--- src/rtl/gpio_sc_pkg.sv ---
package gpio_sc_pkg;
  localparam int PORT_W      = 32;
  localparam int ADDR_W      = 3;
  localparam int SYNC_STAGES = 2;

  typedef enum logic [ADDR_W-1:0] {
    REG_SET = 3'd0,
    REG_CLR = 3'd1,
    REG_REL = 3'd2,
    REG_LVL = 3'd3,
    REG_ARM = 3'd4
  } regSel_e;

  // Strobes from control to datapath
  typedef struct packed {
    logic [PORT_W-1:0] setMask;
    logic [PORT_W-1:0] clrMask;
    logic [PORT_W-1:0] relMask;
    logic              armed;
    logic              lvlRead;
  } stb_t;
endpackage

--- src/rtl/gpio_sc_ctrl.sv ---
module gpio_sc_ctrl
  import gpio_sc_pkg::*;
(
  input  logic              clk,
  input  logic              rstN,
  input  logic              busWe,
  input  logic [ADDR_W-1:0] busAddr,
  input  logic [PORT_W-1:0] busWdata,
  output stb_t              stb
);
  logic armedQ;
  logic armHit;

  assign armHit = busWe && (busAddr == REG_ARM);

  always_ff @(posedge clk or negedge rstN) begin
    if (!rstN)       armedQ <= 1'b0;
    else if (armHit) armedQ <= 1'b1;
  end

  always_comb begin
    stb = '0;
    stb.armed   = armedQ;
    stb.lvlRead = (busAddr == REG_LVL);
    if (busWe) begin
      unique case (busAddr)
        REG_SET: stb.setMask = busWdata;
        REG_CLR: stb.clrMask = busWdata;
        REG_REL: stb.relMask = busWdata;
        default: ;
      endcase
    end
  end


  arm_only_by_write_chk: assert property (@(posedge clk) disable iff (!rstN)
    $rose(armedQ) |-> $past(busWe && (busAddr == REG_ARM)));

  arm_sticky_chk: assert property (@(posedge clk) disable iff (!rstN)
    armedQ |=> armedQ);
endmodule

--- src/rtl/gpio_sc_datapath.sv ---
module gpio_sc_datapath
  import gpio_sc_pkg::*;
(
  input  logic              clk,
  input  logic              rstN,
  input  stb_t              stb,
  input  logic [PORT_W-1:0] pinIn,
  output logic [PORT_W-1:0] pinOut,
  output logic [PORT_W-1:0] pinOe,
  output logic [PORT_W-1:0] lvlData
);
  logic [PORT_W-1:0] syncQ [SYNC_STAGES];

  // Output latches: clear takes priority over set on the same bit
  always_ff @(posedge clk or negedge rstN) begin
    if (!rstN) pinOut <= '0;
    else       pinOut <= (pinOut | stb.setMask) & ~stb.clrMask;
  end

  // Level writes imply drive; release returns to input
  always_ff @(posedge clk or negedge rstN) begin
    if (!rstN) pinOe <= '0;
    else       pinOe <= (pinOe | stb.setMask | stb.clrMask) & ~stb.relMask;
  end

  // Input synchroniser chain
  always_ff @(posedge clk or negedge rstN) begin
    if (!rstN) syncQ[0] <= '0;
    else       syncQ[0] <= pinIn;
  end

  for (genvar s = 1; s < SYNC_STAGES; s++) begin : g_sync
    always_ff @(posedge clk or negedge rstN) begin
      if (!rstN) syncQ[s] <= '0;
      else       syncQ[s] <= syncQ[s-1];
    end
  end

  assign lvlData = stb.armed ? syncQ[SYNC_STAGES-1] : '0;

  // Checker state: cycles since reset, saturating at the sync depth
  logic [1:0] warmCnt;
  always_ff @(posedge clk or negedge rstN) begin
    if (!rstN)              warmCnt <= '0;
    else if (warmCnt != 2'd2) warmCnt <= warmCnt + 2'd1;
  end


  set_drives_high_chk: assert property (@(posedge clk) disable iff (!rstN)
    (|(stb.setMask & ~stb.clrMask)) |=>
      ((pinOut & $past(stb.setMask & ~stb.clrMask)) == $past(stb.setMask & ~stb.clrMask)));

  clr_drives_low_chk: assert property (@(posedge clk) disable iff (!rstN)
    (|stb.clrMask) |=> ((pinOut & $past(stb.clrMask)) == '0));

  write_enables_drive_chk: assert property (@(posedge clk) disable iff (!rstN)
    (|(stb.setMask | stb.clrMask)) |=>
      ((pinOe & $past(stb.setMask | stb.clrMask)) == $past(stb.setMask | stb.clrMask)));

  release_keeps_level_chk: assert property (@(posedge clk) disable iff (!rstN)
    (|stb.relMask) |=> (((pinOe & $past(stb.relMask)) == '0) && $stable(pinOut)));

  idle_no_change_chk: assert property (@(posedge clk) disable iff (!rstN)
    (stb.setMask == '0 && stb.clrMask == '0 && stb.relMask == '0) |=>
      ($stable(pinOut) && $stable(pinOe)));

  unarmed_reads_zero_chk: assert property (@(posedge clk) disable iff (!rstN)
    !stb.armed |-> (lvlData == '0));
  // two-stage depth written out to keep $past fixed
  sync_latency_chk: assert property (@(posedge clk) disable iff (!rstN)
    (stb.armed && warmCnt == 2'd2) |-> (lvlData == $past(pinIn, 2)));
endmodule

--- src/rtl/gpio_sc_port.sv ---
module gpio_sc_port
  import gpio_sc_pkg::*;
(
  input  logic              clk,
  input  logic              rstN,
  input  logic              busWe,
  input  logic [ADDR_W-1:0] busAddr,
  input  logic [PORT_W-1:0] busWdata,
  output logic [PORT_W-1:0] busRdata,
  input  logic [PORT_W-1:0] pinIn,
  output logic [PORT_W-1:0] pinOut,
  output logic [PORT_W-1:0] pinOe
);
  stb_t              stb;
  logic [PORT_W-1:0] lvlData;

  gpio_sc_ctrl u_ctrl (
    .clk(clk), .rstN(rstN), .busWe(busWe), .busAddr(busAddr),
    .busWdata(busWdata), .stb(stb)
  );

  gpio_sc_datapath u_dp (
    .clk(clk), .rstN(rstN), .stb(stb), .pinIn(pinIn),
    .pinOut(pinOut), .pinOe(pinOe), .lvlData(lvlData)
  );

  assign busRdata = stb.lvlRead ? lvlData : '0;
endmodule

--- config.mk ---
export PLATFORM = sky130hd
export DESIGN_NAME = gpio_sc_port
export DESIGN_NICKNAME = d
export VERILOG_FILES = /design/src/rtl/gpio_sc_pkg.sv /design/src/rtl/gpio_sc_ctrl.sv /design/src/rtl/gpio_sc_datapath.sv /design/src/rtl/gpio_sc_port.sv
export SDC_FILE = /design/constraint.sdc
export NUM_CORES = 1
export LEC_CHECK = 0
export BUFFER_PORTS_ARGS = -buffer_cell sky130_fd_sc_hd__buf_2
export CORE_MARGIN = 10
export CORE_UTILIZATION = 52
export CTS_BUF_LIST = sky130_fd_sc_hd__clkbuf_4 sky130_fd_sc_hd__clkbuf_8
export CTS_CLUSTER_DIAMETER = 80
export CTS_CLUSTER_SIZE = 28
export DETAILED_ROUTE_END_ITERATION = 8
export PLACE_DENSITY = 0.82
export SLEW_MARGIN = 5
export SYNTH_ARGS = -nofsm -noshare
export SYNTH_HDL_FRONTEND = slang
export SYNTH_SLANG_ARGS = --single-unit
--- constraint.sdc ---
create_clock -name clk -period 1.85 [get_ports clk]
set_input_delay 0.4625 -clock clk [delete_from_list [all_inputs] [get_ports clk]]
set_output_delay 0.4625 -clock clk [all_outputs]
set_load 0.005 [all_outputs]
; Word level (Yosys, flattened, before mapping)
; Index checks and enable logic that the tools add are counted.
[totals]
ff_bits = 129
inputBits = 70
out_inout_bits = 96
elab_cells = 24
[classes]
eq_ne = 4
n_mux = 6
bitwise_logic = 7
reduce_logical = 2
[op_table]
columns = cell, n
row1 = two-way mux 32 bit, 5
row2 = two-way mux 96 bit, 1
row3 = OR 32 bit, 3
row4 = AND 32 bit, 2
row5 = NOT 32 bit, 2
row6 = "== test 3 x 2 -> 1 bit, second input constant", 2
row7 = "== test 3 x 1 -> 1 bit, second input constant", 1
row8 = "== test 3 bit, second input constant", 1
row9 = logical NOT 3 bit, 1
row10 = logical AND 1 bit, 1

; Depth between registers and ports, before layout
[logic_depth]
depth_word = 6
mapped_depth = 4
depth_no_buf = 2

; Modules after synthesis
; Synthesis repeated with hierarchy kept, for this count alone.
[hier_totals]
cells_unflattened = 441
hier_area_um2 = 5072.4
[by_module_without_submodules]
columns = mod, instances, cells_each, area_per_inst_um2, seq_area_each_um2
row1 = gpio_sc_datapath, 1, 291, 3978.8, 3203.1
row2 = gpio_sc_ctrl, 1, 115, 838.3, 25.0
row3 = gpio_sc_port, 1, 35, 255.2, 0.0

; Least setup slack after synthesis
; OpenSTA, ideal clock, no wires.
[synth_timing]
path_kind = input port to output port
start = in busAddr[0]
end = out busRdata[10]
t_arrival_ns = 1.153
required_time_ns = 1.387
slack_ns = 0.234
cell_stages = 4
n_path_buf = 2
cell_sequence = buf_2 -> and4b_2 -> buf_6 -> and2_1
[synth_between]
elab_chain_cells = 2
[synth_lines]
columns = element, line_no
row1 = start: declaration, gpio_sc_port.sv:7  ; input logic [ADDR_W-1:0] busAddr,
row2 = == test 3 x 2 -> 1 bit, gpio_sc_ctrl.sv:24  ; stb.lvlRead = (busAddr == REG_LVL);
row3 = two-way mux 32 bit, gpio_sc_port.sv:27  ; assign busRdata = stb.lvlRead ? lvlData : '0;
row4 = end: declaration, gpio_sc_port.sv:9  ; output logic [PORT_W-1:0] busRdata,
; No other way between the ends.

; Final worst setup path
[layout_timing]
start = reg u_ctrl.armedQ
end = out busRdata[6]
[layout_between]
elab_chain_cells = 2
[layout_lines]
columns = element, line_no
row1 = start: declaration, gpio_sc_ctrl.sv:11  ; logic armedQ;
row2 = start signal: assignment, gpio_sc_ctrl.sv:17  ; if (!rstN) armedQ <= 1'b0;
row3 = start signal: assignment, gpio_sc_ctrl.sv:18  ; else if (armHit) armedQ <= 1'b1;
row4 = two-way mux 32 bit, gpio_sc_datapath.sv:39  ; assign lvlData = stb.armed ? syncQ[SYNC_STAGES-1] : '0;
row5 = two-way mux 32 bit, gpio_sc_port.sv:27
; No other way between the ends.

==> impl_metrics.env <==
export IMPL_syn_instance_count=351
export IMPL_fp_row_count=35
export IMPL_place_gp_congestion=0.761
export IMPL_max_slew_margin_rel=0.598
export IMPL_ff2ff_path_depth=1
export IMPL_path_class="flop to primary output"
export IMPL_peakVddDrop_uv=618
export IMPL_wl_per_cell_um=18.0
export IMPL_powerDensity_nw_per_um2=1050
export IMPL_ys_warn_count=0
export IMPL_drcViolationCount=0
export IMPL_synth_seq_area_share=0.637
export IMPL_numCtsBuffers=17
export IMPL_route_vias_total=3291
export IMPL_r2r_start="u_ctrl.armedQ"
export IMPL_ant_nets=0
export IMPL_setup_viol=32
export IMPL_finalWorstSetupSlack_ps=-119
export IMPL_start_util=0.540
export IMPL_period_share=1.06
export IMPL_cts_tree="done"
export IMPL_fin_crit_ps=1970
export IMPL_layout_drive_gt1_share=0.417
export IMPL_dp_hpwl_um=8230
export IMPL_worstPathRequired_ps=1390
export IMPL_avgSynthCellArea_um2=14.4
export IMPL_design_area_um2=6410
export IMPL_fp_dieArea_um2=14100
export IMPL_violations="setup timing"
export IMPL_synth_seq_cells=129
export IMPL_globalRouteOverflowTotal=0
export IMPL_min_path_cells=1
export IMPL_power_w=0.00673
export IMPL_leakagePower_nw=3.27
export IMPL_final_nets=587
export IMPL_io_pins=166
export IMPL_io_buffers=165
export IMPL_rsz0062_at_grt="yes"
export IMPL_routed_wirelength_um=11900
export IMPL_hold_viol=0
export IMPL_area_growth_pct=26.6
export IMPL_finalClockSkew_ps=7.27
export IMPL_die_w_um=119
export IMPL_core_area_um2=9370
export IMPL_grt_antenna_before_repair=0
export IMPL_rrSetupSlack_ps=1130
export IMPL_fillers=723
export IMPL_max_freq_mhz=508
export IMPL_hold_start="pinIn[26]"
export IMPL_cts_buffer_depth=2
export IMPL_worstHoldEndpoint="u_dp.syncQ[58]"
export IMPL_syn_cell_area_um2=5060
export IMPL_via_per_inst=4.99
export IMPL_place_area_um2=6000
export IMPL_cp_max_fo=32
export IMPL_post_cts_buffers=0
export IMPL_htree_levels=4
export IMPL_min_path_type="primary input to flop"
export IMPL_tightest_slew_ps=603
export IMPL_clock_latency_ps=430
export IMPL_grt_pass1_vias=3535
export IMPL_syn_nets=421
export IMPL_crit_arrival_ps=1510
export IMPL_clk_pin_slew_ps=90
export IMPL_cts_sinks=129
export IMPL_outcome="finished with violations"
export IMPL_antenna_cells=0
export IMPL_drt_pass1_iter_count=4
export IMPL_end_kind="primary output"
export IMPL_start_kind="flop"
export IMPL_rr_endpoint="u_ctrl.armedQ"
export IMPL_grt_usage=0.166
export IMPL_grt_pass1_wl_um=18900
export IMPL_root_buffer="clkbuf_8"
export IMPL_die_h_um=119
export IMPL_grt_max_degree=66
export IMPL_timing_max_cap_violations=0
export IMPL_drv_slew=0
export IMPL_ys_types=15
export IMPL_first_iter_violations=141
==> area by class of cell <==
class / count / area, um2 / share of cell area
sequential: 129 / 3230 / 0.504
multi-input combinational: 163 / 1550 / 0.242
tap: 129 / 161 / 0.0252
clock inverter: 13 / 139 / 0.0217
inverter: 32 / 120 / 0.0187
clock buffer: 19 / 262 / 0.0408
timing repair buffer: 174 / 948 / 0.148
==> worst max-delay path, cell delays in order (launching register included) <==
cell	delay, ps
dfrtp_1	380
and4b_2	240
buf_12	160
and2_1	170
buf_2	120
==> cells in the mapped netlist <==
master / number / area (um2)
a21o_1: 32 / 240
nand4bb_1: 32 / 360
inv_1: 32 / 120
nor4bb_1: 1 / 10.0
and4b_2: 1 / 11.3
and2_1: 32 / 200
mux2i_1: 32 / 320
or2_1: 1 / 6.26
buf_6: 5 / 56.3
dfrtp_1: 129 / 3230
and4bb_1: 18 / 225
buf_2: 11 / 55.1
clkbuf_1: 7 / 26.3
buf_4: 4 / 30.0
and4bb_2: 14 / 175
==> state kept, by name, summed over array words and instances (netlist names) <==
name and count:
u_dp.syncQ 64, u_dp.pinOut 32, u_ctrl.armedQ 1, u_dp.pinOe 32
==> where the power goes <==
group / internal [W] / total, W / switching (W)
clock network: 0.00118 / 0.00239 / 0.00121
registers: 0.00318 / 0.00335 / 0.000173
logic: 0.000508 / 0.000989 / 0.000481
==> metal layers <==
metal  vias to the layer above  wire, um  track usage
li1                       1545         -            -
met1                      1622      4650        0.180
met2                       108      6230        0.287
met3                        16       791       0.0609
met4                         0       192       0.0687
met5                         -         0            0
==> repair_timing <==
item | in CTS | in global routing
hold endpoints to repair | 24 | 0
resized for setup | 1 | 0
pin swaps | 2 | 1
setup endpoints to repair | 32 | 32
hold buffers | 1 | 0
==> how the worst max path moves through the flow <==
stage	start	depth (start not counted)	slack, ps	end
CTS	u_ctrl.armedQ	4	-170	busRdata[6]
detailed placement	busAddr[2]	5	10	busRdata[3]
global placement	busAddr[2]	5	90	busRdata[19]
finish	u_ctrl.armedQ	4	-120	busRdata[6]
global route	u_ctrl.armedQ	4	-190	busRdata[6]
floorplan	busAddr[0]	4	230	busRdata[10]
==> cells by family (layout without fill, tap and decap cells) <==
logic type      Yosys count  count (layout)  synth area share
simple gates             99              99             0.195
compound gates           32              32            0.0474
flops                   129             129             0.637
buf+inv                  59             238            0.0568
mux                      32              32            0.0632
==> metrics by stage <==
| step | setup TNS, ps | std cells | hold slack, ps | worst slack (ps) | utilization |
|---|---|---|---|---|---|
| floorplan | 0 | 351 | 167 | 234 | - |
| global placement | 0 | 626 | 331 | 93.5 | 0.640 |
| detailed placement | 0 | 626 | 335 | 12.5 | 0.640 |
| CTS | -4820 | 659 | 102 | -165 | 0.684 |
| global route | -5550 | 659 | 95.5 | -190 | 0.684 |
| finish | -3250 | 659 | 128 | -119 | 0.684 |
==> placed cells by master (no fill, tap or decap) <==
cell type,n
buf_12,4
and4b_2,1
buf_2,164
and2_4,1
dlygate4sd3_1,1
inv_6,5
clkbuf_8,19
inv_8,3
nand4bb_1,32
and2_1,31
bufinv_16,1
clkinv_4,1
inv_1,32
or2_1,1
nor4bb_1,1
clkinvlp_4,3
a21o_1,32
buf_4,5
and4bb_2,14
mux2i_1,32
dfrtp_1,129
and4bb_1,18
Power figures use the tool's default switching activity.
